$ cat src/rtl/ring_dma_pkg.sv
package ring_dma_pkg;
   // register word indices
   localparam logic [2:0] RA_CTL  = 3'd0;
   localparam logic [2:0] RA_ACK  = 3'd1;
   localparam logic [2:0] RA_BASE = 3'd2;
   localparam logic [2:0] RA_LAST = 3'd3;
   localparam logic [2:0] RA_INIT = 3'd4;
   localparam logic [2:0] RA_PER  = 3'd5;
   localparam logic [2:0] RA_PEND = 3'd6;
   localparam logic [2:0] RA_STAT = 3'd7;

   localparam int NSRC      = 2;
   localparam int SRC_BLOCK = 0;
   localparam int SRC_WRAP  = 1;

   typedef enum logic [1:0] {
      SEL_PTR  = 2'd0,
      SEL_CNT  = 2'd1,
      SEL_INFL = 2'd2,
      SEL_NONE = 2'd3
   } stat_sel_e;
endpackage

$ cat src/rtl/ring_dma_agen.sv
module ring_dma_agen #(
   parameter int AW          = 32,
   parameter int BURST_BYTES = 8,
   parameter int HAS_INIT    = 1
) (
   input  logic          clk,
   input  logic          rst_n,
   input  logic          en,
   input  logic          rearm,
   input  logic [AW-1:0] base,
   input  logic [AW-1:0] last,
   input  logic [AW-1:0] init,
   input  logic          ack,
   output logic          req,
   output logic [AW-1:0] req_addr,
   output logic [AW-1:0] ptr,
   output logic          done,
   output logic          wrapped
);
   localparam logic [AW-1:0] STEP = AW'(BURST_BYTES);

   logic          busy;
   logic          fresh;
   logic [AW-1:0] first_addr;

   generate
      if (HAS_INIT != 0) begin : g_init
         assign first_addr = init;
      end else begin : g_noinit
         logic unused_init;
         assign first_addr  = base;
         assign unused_init = ^init;
      end
   endgenerate

   assign req     = busy;
   assign done    = busy & ack;
   assign wrapped = done & (req_addr == last);

   always_ff @(posedge clk) begin
      if (!rst_n) begin
         busy     <= 1'b0;
         fresh    <= 1'b1;
         ptr      <= '0;
         req_addr <= '0;
      end else begin
         if (done) begin
            busy <= 1'b0;
            ptr  <= wrapped ? base : req_addr + STEP;
         end else if (!busy && en) begin
            busy     <= 1'b1;
            req_addr <= fresh ? first_addr : ptr;
            fresh    <= 1'b0;
         end
         if (rearm) fresh <= 1'b1;
      end
   end


   req_hold_chk: assert property (@(posedge clk) disable iff (!rst_n)
      (req && !ack) |=> (req && $stable(req_addr)));


   idle_stop_chk: assert property (@(posedge clk) disable iff (!rst_n)
      (!req && !en) |=> !req);


   wrap_to_base_chk: assert property (@(posedge clk) disable iff (!rst_n)
      (req && ack && req_addr == last) |=> (ptr == $past(base)));
endmodule

$ cat src/rtl/ring_dma_irq.sv
module ring_dma_irq #(
   parameter int CW   = 16,
   parameter int NSRC = 2
) (
   input  logic            clk,
   input  logic            rst_n,
   input  logic            done,
   input  logic            wrapped,
   input  logic [CW-1:0]   period,
   input  logic            period_wr,
   input  logic [NSRC-1:0] clr,
   input  logic [NSRC-1:0] ie,
   output logic [NSRC-1:0] pend,
   output logic [CW-1:0]   blk_cnt,
   output logic            irq
);
   logic            blk_evt;
   logic [NSRC-1:0] ev;

   assign blk_evt = done && (period != '0) && (blk_cnt == period - 1'b1);

   always_comb begin
      ev    = '0;
      ev[0] = blk_evt;
      ev[1] = wrapped;
   end

   always_ff @(posedge clk) begin
      if (!rst_n) begin
         blk_cnt <= '0;
      end else if (period_wr) begin
         blk_cnt <= '0;
      end else if (done && period != '0) begin
         blk_cnt <= blk_evt ? '0 : blk_cnt + 1'b1;
      end
   end

   generate
      for (genvar i = 0; i < NSRC; i++) begin : g_src
         always_ff @(posedge clk) begin
            if (!rst_n)      pend[i] <= 1'b0;
            else if (clr[i]) pend[i] <= 1'b0;
            else if (ev[i])  pend[i] <= 1'b1;
         end
      end
   endgenerate

   assign irq = |(pend & ie);


   clr_hold_chk: assert property (@(posedge clk) disable iff (!rst_n)
      (|clr) |=> ((pend & $past(clr)) == '0));


   pend_set_chk: assert property (@(posedge clk) disable iff (!rst_n)
      ((ev & ~clr) != '0) |=> ((pend & $past(ev & ~clr)) == $past(ev & ~clr)));


   cnt_restart_chk: assert property (@(posedge clk) disable iff (!rst_n)
      period_wr |=> (blk_cnt == '0));
endmodule

$ cat src/rtl/ring_dma_regs.sv
module ring_dma_regs
   import ring_dma_pkg::*;
#(
   parameter int AW = 32,
   parameter int CW = 16
) (
   input  logic            clk,
   input  logic            rst_n,
   input  logic            we,
   input  logic [2:0]      addr,
   input  logic [AW-1:0]   wdata,
   output logic [AW-1:0]   rdata,
   output logic            dma_en,
   output logic [NSRC-1:0] ie,
   output logic [NSRC-1:0] clr,
   output logic [AW-1:0]   base,
   output logic [AW-1:0]   last,
   output logic [AW-1:0]   init,
   output logic [CW-1:0]   period,
   output logic            period_wr,
   output logic            rearm,
   input  logic [NSRC-1:0] pend,
   input  logic [AW-1:0]   ptr,
   input  logic [CW-1:0]   blk_cnt,
   input  logic            req,
   input  logic [AW-1:0]   req_addr
);
   stat_sel_e sel;
   logic [AW-1:0] stat_word;

   assign period_wr = we && (addr == RA_PER);
   assign rearm     = we && (addr == RA_BASE || addr == RA_INIT);

   always_ff @(posedge clk) begin
      if (!rst_n) begin
         dma_en <= 1'b0;
         ie     <= '0;
         clr    <= '0;
         sel    <= SEL_PTR;
         base   <= '0;
         last   <= '0;
         init   <= '0;
         period <= '0;
      end else if (we) begin
         case (addr)
            RA_CTL: begin
               dma_en <= wdata[0];
               ie     <= wdata[8 +: NSRC];
            end
            RA_ACK: begin
               clr <= wdata[0 +: NSRC];
               sel <= stat_sel_e'(wdata[5:4]);
            end
            RA_BASE: base   <= wdata;
            RA_LAST: last   <= wdata;
            RA_INIT: init   <= wdata;
            RA_PER:  period <= wdata[CW-1:0];
            default: ;
         endcase
      end
   end

   always_comb begin
      case (sel)
         SEL_PTR:  stat_word = ptr;
         SEL_CNT:  stat_word = {{(AW-CW){1'b0}}, blk_cnt};
         SEL_INFL: stat_word = req ? req_addr : '0;
         default:  stat_word = '0;
      endcase
   end

   always_comb begin
      rdata = '0;
      case (addr)
         RA_CTL:  begin rdata[0] = dma_en; rdata[8 +: NSRC] = ie; end
         RA_ACK:  begin rdata[0 +: NSRC] = clr; rdata[5:4] = sel; end
         RA_BASE: rdata = base;
         RA_LAST: rdata = last;
         RA_INIT: rdata = init;
         RA_PER:  rdata = {{(AW-CW){1'b0}}, period};
         RA_PEND: rdata[0 +: NSRC] = pend;
         default: rdata = stat_word;
      endcase
   end
endmodule

$ cat src/rtl/ring_dma_top.sv
module ring_dma_top
   import ring_dma_pkg::*;
#(
   parameter int AW          = 32,
   parameter int CW          = 16,
   parameter int BURST_BYTES = 8,
   parameter int HAS_INIT    = 1
) (
   input  logic          clk,
   input  logic          rst_n,
   input  logic          reg_we,
   input  logic [2:0]    reg_addr,
   input  logic [AW-1:0] reg_wdata,
   output logic [AW-1:0] reg_rdata,
   output logic          mem_req,
   output logic [AW-1:0] mem_addr,
   input  logic          mem_ack,
   output logic          irq
);
   generate
      if (AW < 16 || CW >= AW || CW < 1) begin : g_bad_width
         $error("ring_dma_top: need AW >= 16 and 1 <= CW < AW");
      end
      if (BURST_BYTES < 1 || (BURST_BYTES & (BURST_BYTES - 1)) != 0) begin : g_bad_burst
         $error("ring_dma_top: BURST_BYTES must be a power of two");
      end
   endgenerate

   logic            dma_en, period_wr, rearm, done, wrapped;
   logic [NSRC-1:0] ie, clr, pend;
   logic [AW-1:0]   base, last, init, ptr;
   logic [CW-1:0]   period, blk_cnt;

   ring_dma_regs #(.AW(AW), .CW(CW)) u_regs (
      .clk(clk), .rst_n(rst_n), .we(reg_we), .addr(reg_addr),
      .wdata(reg_wdata), .rdata(reg_rdata), .dma_en(dma_en), .ie(ie),
      .clr(clr), .base(base), .last(last), .init(init), .period(period),
      .period_wr(period_wr), .rearm(rearm), .pend(pend), .ptr(ptr),
      .blk_cnt(blk_cnt), .req(mem_req), .req_addr(mem_addr)
   );

   ring_dma_agen #(.AW(AW), .BURST_BYTES(BURST_BYTES), .HAS_INIT(HAS_INIT)) u_agen (
      .clk(clk), .rst_n(rst_n), .en(dma_en), .rearm(rearm), .base(base),
      .last(last), .init(init), .ack(mem_ack), .req(mem_req),
      .req_addr(mem_addr), .ptr(ptr), .done(done), .wrapped(wrapped)
   );

   ring_dma_irq #(.CW(CW), .NSRC(NSRC)) u_irq (
      .clk(clk), .rst_n(rst_n), .done(done), .wrapped(wrapped),
      .period(period), .period_wr(period_wr), .clr(clr), .ie(ie),
      .pend(pend), .blk_cnt(blk_cnt), .irq(irq)
   );


   reset_quiet_chk: assert property (@(posedge clk)
      !rst_n |=> (!mem_req && !irq));
endmodule

$ cat config.mk
export PLATFORM = sky130hd
export DESIGN_NAME = ring_dma_top
export DESIGN_NICKNAME = d
export VERILOG_FILES = /design/src/rtl/ring_dma_pkg.sv /design/src/rtl/ring_dma_agen.sv /design/src/rtl/ring_dma_irq.sv /design/src/rtl/ring_dma_regs.sv /design/src/rtl/ring_dma_top.sv
export SDC_FILE = /design/constraint.sdc
export NUM_CORES = 1
export LEC_CHECK = 0
export ABC_AREA = 1
export BUFFER_PORTS_ARGS = -buffer_cell sky130_fd_sc_hd__buf_4
export CORE_UTILIZATION = 60
export DETAILED_ROUTE_END_ITERATION = 6
export GPL_TIMING_DRIVEN = 0
export PLACE_DENSITY = 0.8
export RECOVER_POWER = 100
export SKIP_LAST_GASP = 1
export SLEW_MARGIN = 20
export SYNTH_ARGS = -nofsm -noshare
export SYNTH_HDL_FRONTEND = slang
export SYNTH_SLANG_ARGS = --single-unit
$ cat constraint.sdc
create_clock -name clk -period 2 [get_ports clk]
set_input_delay 0.3 -clock clk [delete_from_list [all_inputs] [get_ports clk]]
set_output_delay 0.3 -clock clk [all_outputs]
set_load 0.05 [all_outputs]
==> impl_metrics.csv, run 1 <==
group,metric,value,unit
synth,synth_seq_area_share,35.8,%
clock_network,tritoncts,"built",
pwr,leakage,5.98,nW
timing,final.setup.worst_slack,-0.363,ns
synth,synth_compound_area_share,21.0,%
timing,clock.fmax,423,MHz
detailed_routing,ant_nets,0,
run_status,run_status,"finished, violations left",
timing,setup_tns,-9.74,ns
floorplan,core_region_area,18300,um^2
floorplan,fp.dieH,140,um
floorplan,die_w,140,um
floorplan,die_area,19500,um^2
pwr,pwr-share-comb,17.9,%
min_path,hp-class,"input pin to flop",
detailed_routing,firstDrtPassIters,7,
critical_path,crit_arrival,2.06,ns
final_layout,diodes,0,
detailed_routing,totalWireLength,51000,um
critical_path,crit_path_frequent_cell,"inv_4",
critical_path,worst-path-buf-inv,4,
detailed_routing,via_per_inst,6.65,
clock_network,cts_hold_buf,0,
pwr,power_frac_clock,39.9,%
timing,rsz0062_at_grt,"yes",
detailed_routing,met3_length,9270,um
detailed_routing,drc,1,
final_layout,syn2layout_area_growth,28.2,%
clock_network,insertion_delay,0.52,ns
final_layout,final_util,79.7,%
synth,synthXorXnorAreaFrac,3.92,%
floorplan,num_rows,49,
final_layout,fin_area,14600,um^2
placed_design,gp_congestion,1.03,
synth,synth_edf_count,0,
timing,clock_skew,0.0119,ns
pwr,p_sw,3.13,mW
global_routing,grt_max_degree,13,
floorplan,start_util,62.2,%
critical_path,start_kind,"flop",
critical_path,path_cells,"inv_4, nor2_4, inv_4, clkbuf_16, o21ai_2, a21oi_1, o221ai_1, buf_4",
final_layout,final_cell_mix,"411 x nand2_1, 187 x inv_1, 176 x a21oi_1",
global_routing,grt_pass1_vias,13000,
run_status,violations,"DRC, setup timing",
timing,hold_slack,0.0758,ns
pwr,share_seq_of_total_power,42.2,%
synth,synth_cell_types,41,
synth,syn_area,11400,um^2
pwr,internal_power,6.99,mW
final_layout,nFillCells,1311,
clock_network,cts_sinks,203,
final_layout,layout-drive-gt1-share,21.9,%
critical_path,end_kind,"output pin",
critical_path,critPathMaxStageDelay,0.40,ns
detailed_routing,wl_met1,18400,um
synth,synth_top_family_by_area,"simple AND/OR/NAND/NOR gates",
timing,tightest_slew,0.921,ns
timing,maxSlewViolCount,0,
synth,ys.flop_type,"dfxtp_1",
detailed_routing,wl_per_cell,23.9,um
clock_network,clk_pin_slew_worst_paths,0.06,ns
timing,relSlewSlack,38.6,%
critical_path,cp_top_family,"buffers and inverters",
clock_network,cts_buffer_depth,3,
timing,fin_crit,2.36,ns
critical_path,critical_path_class,"flop to output pin",
final_layout,final_common_cell,"nand2_1",
timing,finalCritPeriodShare,118,%
synth,synthCells,1723,
job,cap_violations,0,
synth,yosysWarnings,0,
placed_design,dpl_cell_area,12500,um^2
pwr,power_density,695,nW/um^2
synth,syn_area_per_cell,6.59,um^2
detailed_routing,route.top_layer_used,"met4",
clock_network,root_buffer,"clkbuf_16",
detailed_routing,first_iter_violations,2481,
pwr,total_power,10.1,mW
global_routing,grt_pass1_wl,74100,um
final_layout,nNetsFinal,1933,
placed_design,dp_hpwl,35500,um
pwr,ir_drop,0.687,mV
detailed_routing,vias,14200,
clock_network,htree_levels,1,
clock_network,cts_inserted_buffers,23,
timing,setup_violations,48,
global_routing,overflow,0,
synth,synth_simple_gate_area_share,28.2,%
synth,synth_fp_nets,1765,
placed_design,port_buffers,104,
synth,synth.mux.area_fraction,0,%
critical_path,required,1.70,ns
synth,yosys.area_share.adder,0.330,%
floorplan,io_pins,105,
global_routing,antenna_found_initial,0,
critical_path,cp_slowest_cell,"dfxtp_4",
global_routing,track_usage,50.4,%
timing,hold_viol,0,
detailed_routing,dr_wl_met2,20100,um
critical_path,crit_fanout,5,
synth,async_flop_share,0,%
pwr,sw_frac_of_total,30.9,%
synth,synth_seq_cells,203,
cell usage after synthesis, types with 5 or more instances:
cell type  number  area [um^2]
nor3_1         17         85.1
o22ai_1        29          181
xor2_1         42          368
o2111ai_1      15          131
clkbuf_1       67          251
a21oi_1       181          906
inv_2           9         33.8
nand4_1        20          125
buf_2           7         35.0
nor2_2         11         68.8
inv_1         199          747
nand3b_1        5         37.5
xnor2_1         7         61.3
nand3_1       133          666
dfxtp_1       203         4060
nand2_1       434         1630
buf_6           9          101
o221ai_1       12          105
nor2_1        109          409
o21ai_0       121          606
a221oi_1       38          333
o21ai_1        11         55.1
sequential cells by signal, indices dropped and copies added (netlist names):
name,flops
u_agen.fresh,1
u_agen.ptr,32
u_agen.req,1
u_agen.req_addr,32
u_irq.blk_cnt,16
u_irq.pend,2
u_regs.base,32
u_regs.clr,2
u_regs.dma_en,1
u_regs.ie,2
u_regs.init,32
u_regs.last,32
u_regs.period,16
u_regs.sel,2
metal layers:
metal / GRT usage [%] / up-vias
met5: 0 / -
met4: 24.5 / 0
met3: 20.8 / 326
met2: 71.1 / 1425
met1: 66.1 / 6349
li1: - / 6079
worst min-delay path: stages:
cell	delay (ns)
buf_4	0.12
nand3_1	0.07
a21oi_1	0.06
metrics by stage:
| stage | worst slack [ns] | instances |
|---|---|---|
| finish | -0.363 | 2132 |
| CTS | -0.275 | 2114 |
| global route | -0.355 | 2132 |
| global placement | -0.853 | 2056 |
| floorplan | -0.249 | 1723 |
| detailed placement | -0.890 | 2056 |
path summary, 6_finish.rpt:
| kind | startpoint | to | slack, ns | cells past startpoint |
|---|---|---|---|---|
| worst max-delay path | u_regs.sel[0] | reg_rdata[7] | -0.36 | 8 |
| worst min-delay path | reg_wdata[28] | u_regs.init[28] | 0.08 | 3 |
| worst max register to register | u_regs.period[0] | u_irq.blk_cnt[1] | -0.07 | 13 |
| worst min register to register | u_regs.init[14] | u_agen.req_addr[14] | 0.47 | 2 |
cell families (layout without fill, tap and decap cells):
group / after synthesis / after routing
buf+inv: 301 / 480
xor+xnor: 50 / 50
compound gates: 416 / 416
simple gates: 750 / 751
flops: 203 / 203
fa+ha+maj: 3 / 3
layout make-up:
type                       count  area, um^2  share of cell area, %
sequential                   203        4130                   28.4
inverter                     210         818                   5.62
clock inverter                 3        17.5                  0.120
buffer                        89         544                   3.74
multi-input combinational   1220        6850                   47.0
timing repair buffer         144        1260                   8.62
tap                          229         287                   1.97
clock buffer                  34         667                   4.58
timing repair:
action                                  CTS  global route
gates resized for setup                 189           133
gates cloned                              4             1
setup buffers                            17            19
endpoints found under the setup margin   82            83
pin swaps                                20            31
power groups by stage:
| stage | sequential, mW | clock, mW | combinational, mW |
|---|---|---|---|
| finish | 4.27 | 4.04 | 1.81 |
| global route | 4.28 | 4.13 | 1.89 |
| CTS | 4.26 | 3.95 | 1.65 |
| detailed placement | 4.35 | 0 | 1.52 |
| global placement | 4.35 | 0 | 1.50 |
| floorplan | 4.41 | 0 | 0.890 |
Power figures use the tool's default switching activity.
==> run 2: changes to the inputs <==
- HOLD_SLACK_MARGIN: default -> 0.08
==> impl_metrics.csv, run 2 (synthesized netlist as in run 1, its figures left out) <==
group,metric,value,unit
critical_path,start_kind,"flop",
global_routing,track_usage,50.3,%
global_routing,grt_max_degree,13,
critical_path,crit_fanout,5,
detailed_routing,drc,51,
timing,maxSlewViolCount,0,
critical_path,required,1.70,ns
run_status,run_status,"finished, violations left",
detailed_routing,wl_met1,18600,um
final_layout,layout.cells.non_filler,2129,
final_layout,final_util,78.9,%
floorplan,core_region_area,18300,um^2
clock_network,htree_levels,1,
floorplan,io_pins,105,
floorplan,fp.dieH,140,um
critical_path,r2r_cells,13,
floorplan,start_util,62.2,%
floorplan,die_w,140,um
clock_network,root_buffer,"clkbuf_16",
global_routing,overflow,0,
detailed_routing,wl_per_cell,24.0,um
placed_design,port_buffers,104,
detailed_routing,first_iter_violations,2441,
clock_network,tritoncts,"built",
detailed_routing,dr_wl_met2,20000,um
clock_network,insertion_delay,0.52,ns
detailed_routing,met3_length,9000,um
final_layout,fin_area,14400,um^2
run_status,violations,"DRC, setup timing",
timing,final.setup.worst_slack,-0.416,ns
clock_network,clk_pin_slew_worst_paths,0.06,ns
job,cap_violations,0,
global_routing,grt_pass1_vias,13000,
placed_design,gp_congestion,1.03,
detailed_routing,firstDrtPassIters,7,
timing,fin_crit,2.42,ns
pwr,leakage,5.82,nW
timing,hold_viol,0,
final_layout,nFillCells,1373,
global_routing,antenna_found_initial,0,
placed_design,place_inst,2056,
pwr,total_power,10.1,mW
timing,setup_violations,59,
timing,clock.fmax,414,MHz
final_layout,syn2layout_area_growth,26.9,%
timing,relSlewSlack,32.9,%
final_layout,diodes,0,
critical_path,critical_path_class,"flop to output pin",
global_routing,grt_pass1_wl,74100,um
placed_design,place_ws,-0.890,ns
detailed_routing,via_per_inst,6.70,
timing,clock_skew,0.0116,ns
pwr,power_density,701,nW/um^2
min_path,hp-class,"input pin to flop",
final_layout,layout-drive-gt1-share,19.9,%
detailed_routing,ant_nets,0,
final_layout,nNetsFinal,1930,
final_layout,final_cell_mix,"411 x nand2_1, 187 x inv_1, 176 x a21oi_1",
placed_design,dpl_cell_area,12500,um^2
pwr,ir_drop,0.690,mV
timing,tightest_slew,1.01,ns
timing,rsz0062_at_grt,"yes",
min_path,whs_path_depth,3,
floorplan,num_rows,49,
detailed_routing,route.top_layer_used,"met4",
clock_network,cts_sinks,203,
clock_network,cts_inserted_buffers,23,
detailed_routing,vias,14300,
final_layout,final_common_cell,"nand2_1",
floorplan,die_area,19500,um^2
timing,hold_slack,0.0746,ns
clock_network,cts_buffer_depth,3,
timing,setup_tns,-12.05,ns
timing,finalCritPeriodShare,121,%
detailed_routing,totalWireLength,51000,um
critical_path,crit_arrival,2.12,ns
placed_design,dp_hpwl,35500,um
critical_path,end_kind,"output pin",
run 2: cell count changes in the layout (fill, tap and decap cells not counted), sizes merged:
| cell | change |
|---|---|
| buf | -35 |
| clkbuf | +30 |
| dlygate4sd3 | +2 |
run 2: final timing paths:
check / to / slack [ns] / start
worst max-delay path: reg_rdata[7] / -0.42 / u_regs.sel[0]
worst min-delay path: u_regs.init[29] / 0.07 / reg_wdata[29]
worst max register to register: u_irq.blk_cnt[1] / -0.08 / u_regs.period[0]
worst min register to register: u_agen.req_addr[14] / 0.47 / u_regs.init[14]
run 2: metal layers:
| metal | vias up | track usage, % |
|---|---|---|
| li1 | 6079 | - |
| met1 | 6436 | 66.2 |
| met2 | 1412 | 71.0 |
| met3 | 335 | 20.7 |
| met4 | 0 | 24.2 |
| met5 | - | 0 |
run 2: what timing repair did:
action	4_1_cts	5_1_grt
setup endpoints to repair	82	82
buffers inserted	17	14
gates resized for setup	189	130
hold endpoints to repair	2	0
cloned	4	1
hold buffers	2	0
pin swaps	20	30
run 2: power breakdown:
group | total, mW | internal (mW) | leakage [nW] | switching [mW]
sequential | 4.27 | 4.15 | 1.66 | 0.122
clock | 4.05 | 2.28 | 0.334 | 1.77
combinational | 1.78 | 0.532 | 3.82 | 1.25
run 2: worst max-delay path, cell delays in order, from the launching register on:
cell       delay, ns
dfxtp_4         0.40
inv_4           0.05
nor2_4          0.20
inv_4           0.10
clkbuf_16       0.18
o21ai_2         0.12
a21oi_1         0.06
o221ai_1        0.23
buf_4           0.26
run 2: layout make-up:
cell class                      instances  area, um^2  share of cell area, %
Clock inverter                          3        17.5                  0.122
Tap cell                              229         287                   1.99
Sequential cell                       203        4130                   28.7
Timing Repair Buffer                  141        1110                   7.73
Multi-Input combinational cell       1220        6840                   47.4
Inverter                              210         818                   5.68
Clock buffer                           34         667                   4.63
Buffer                                 89         542                   3.76
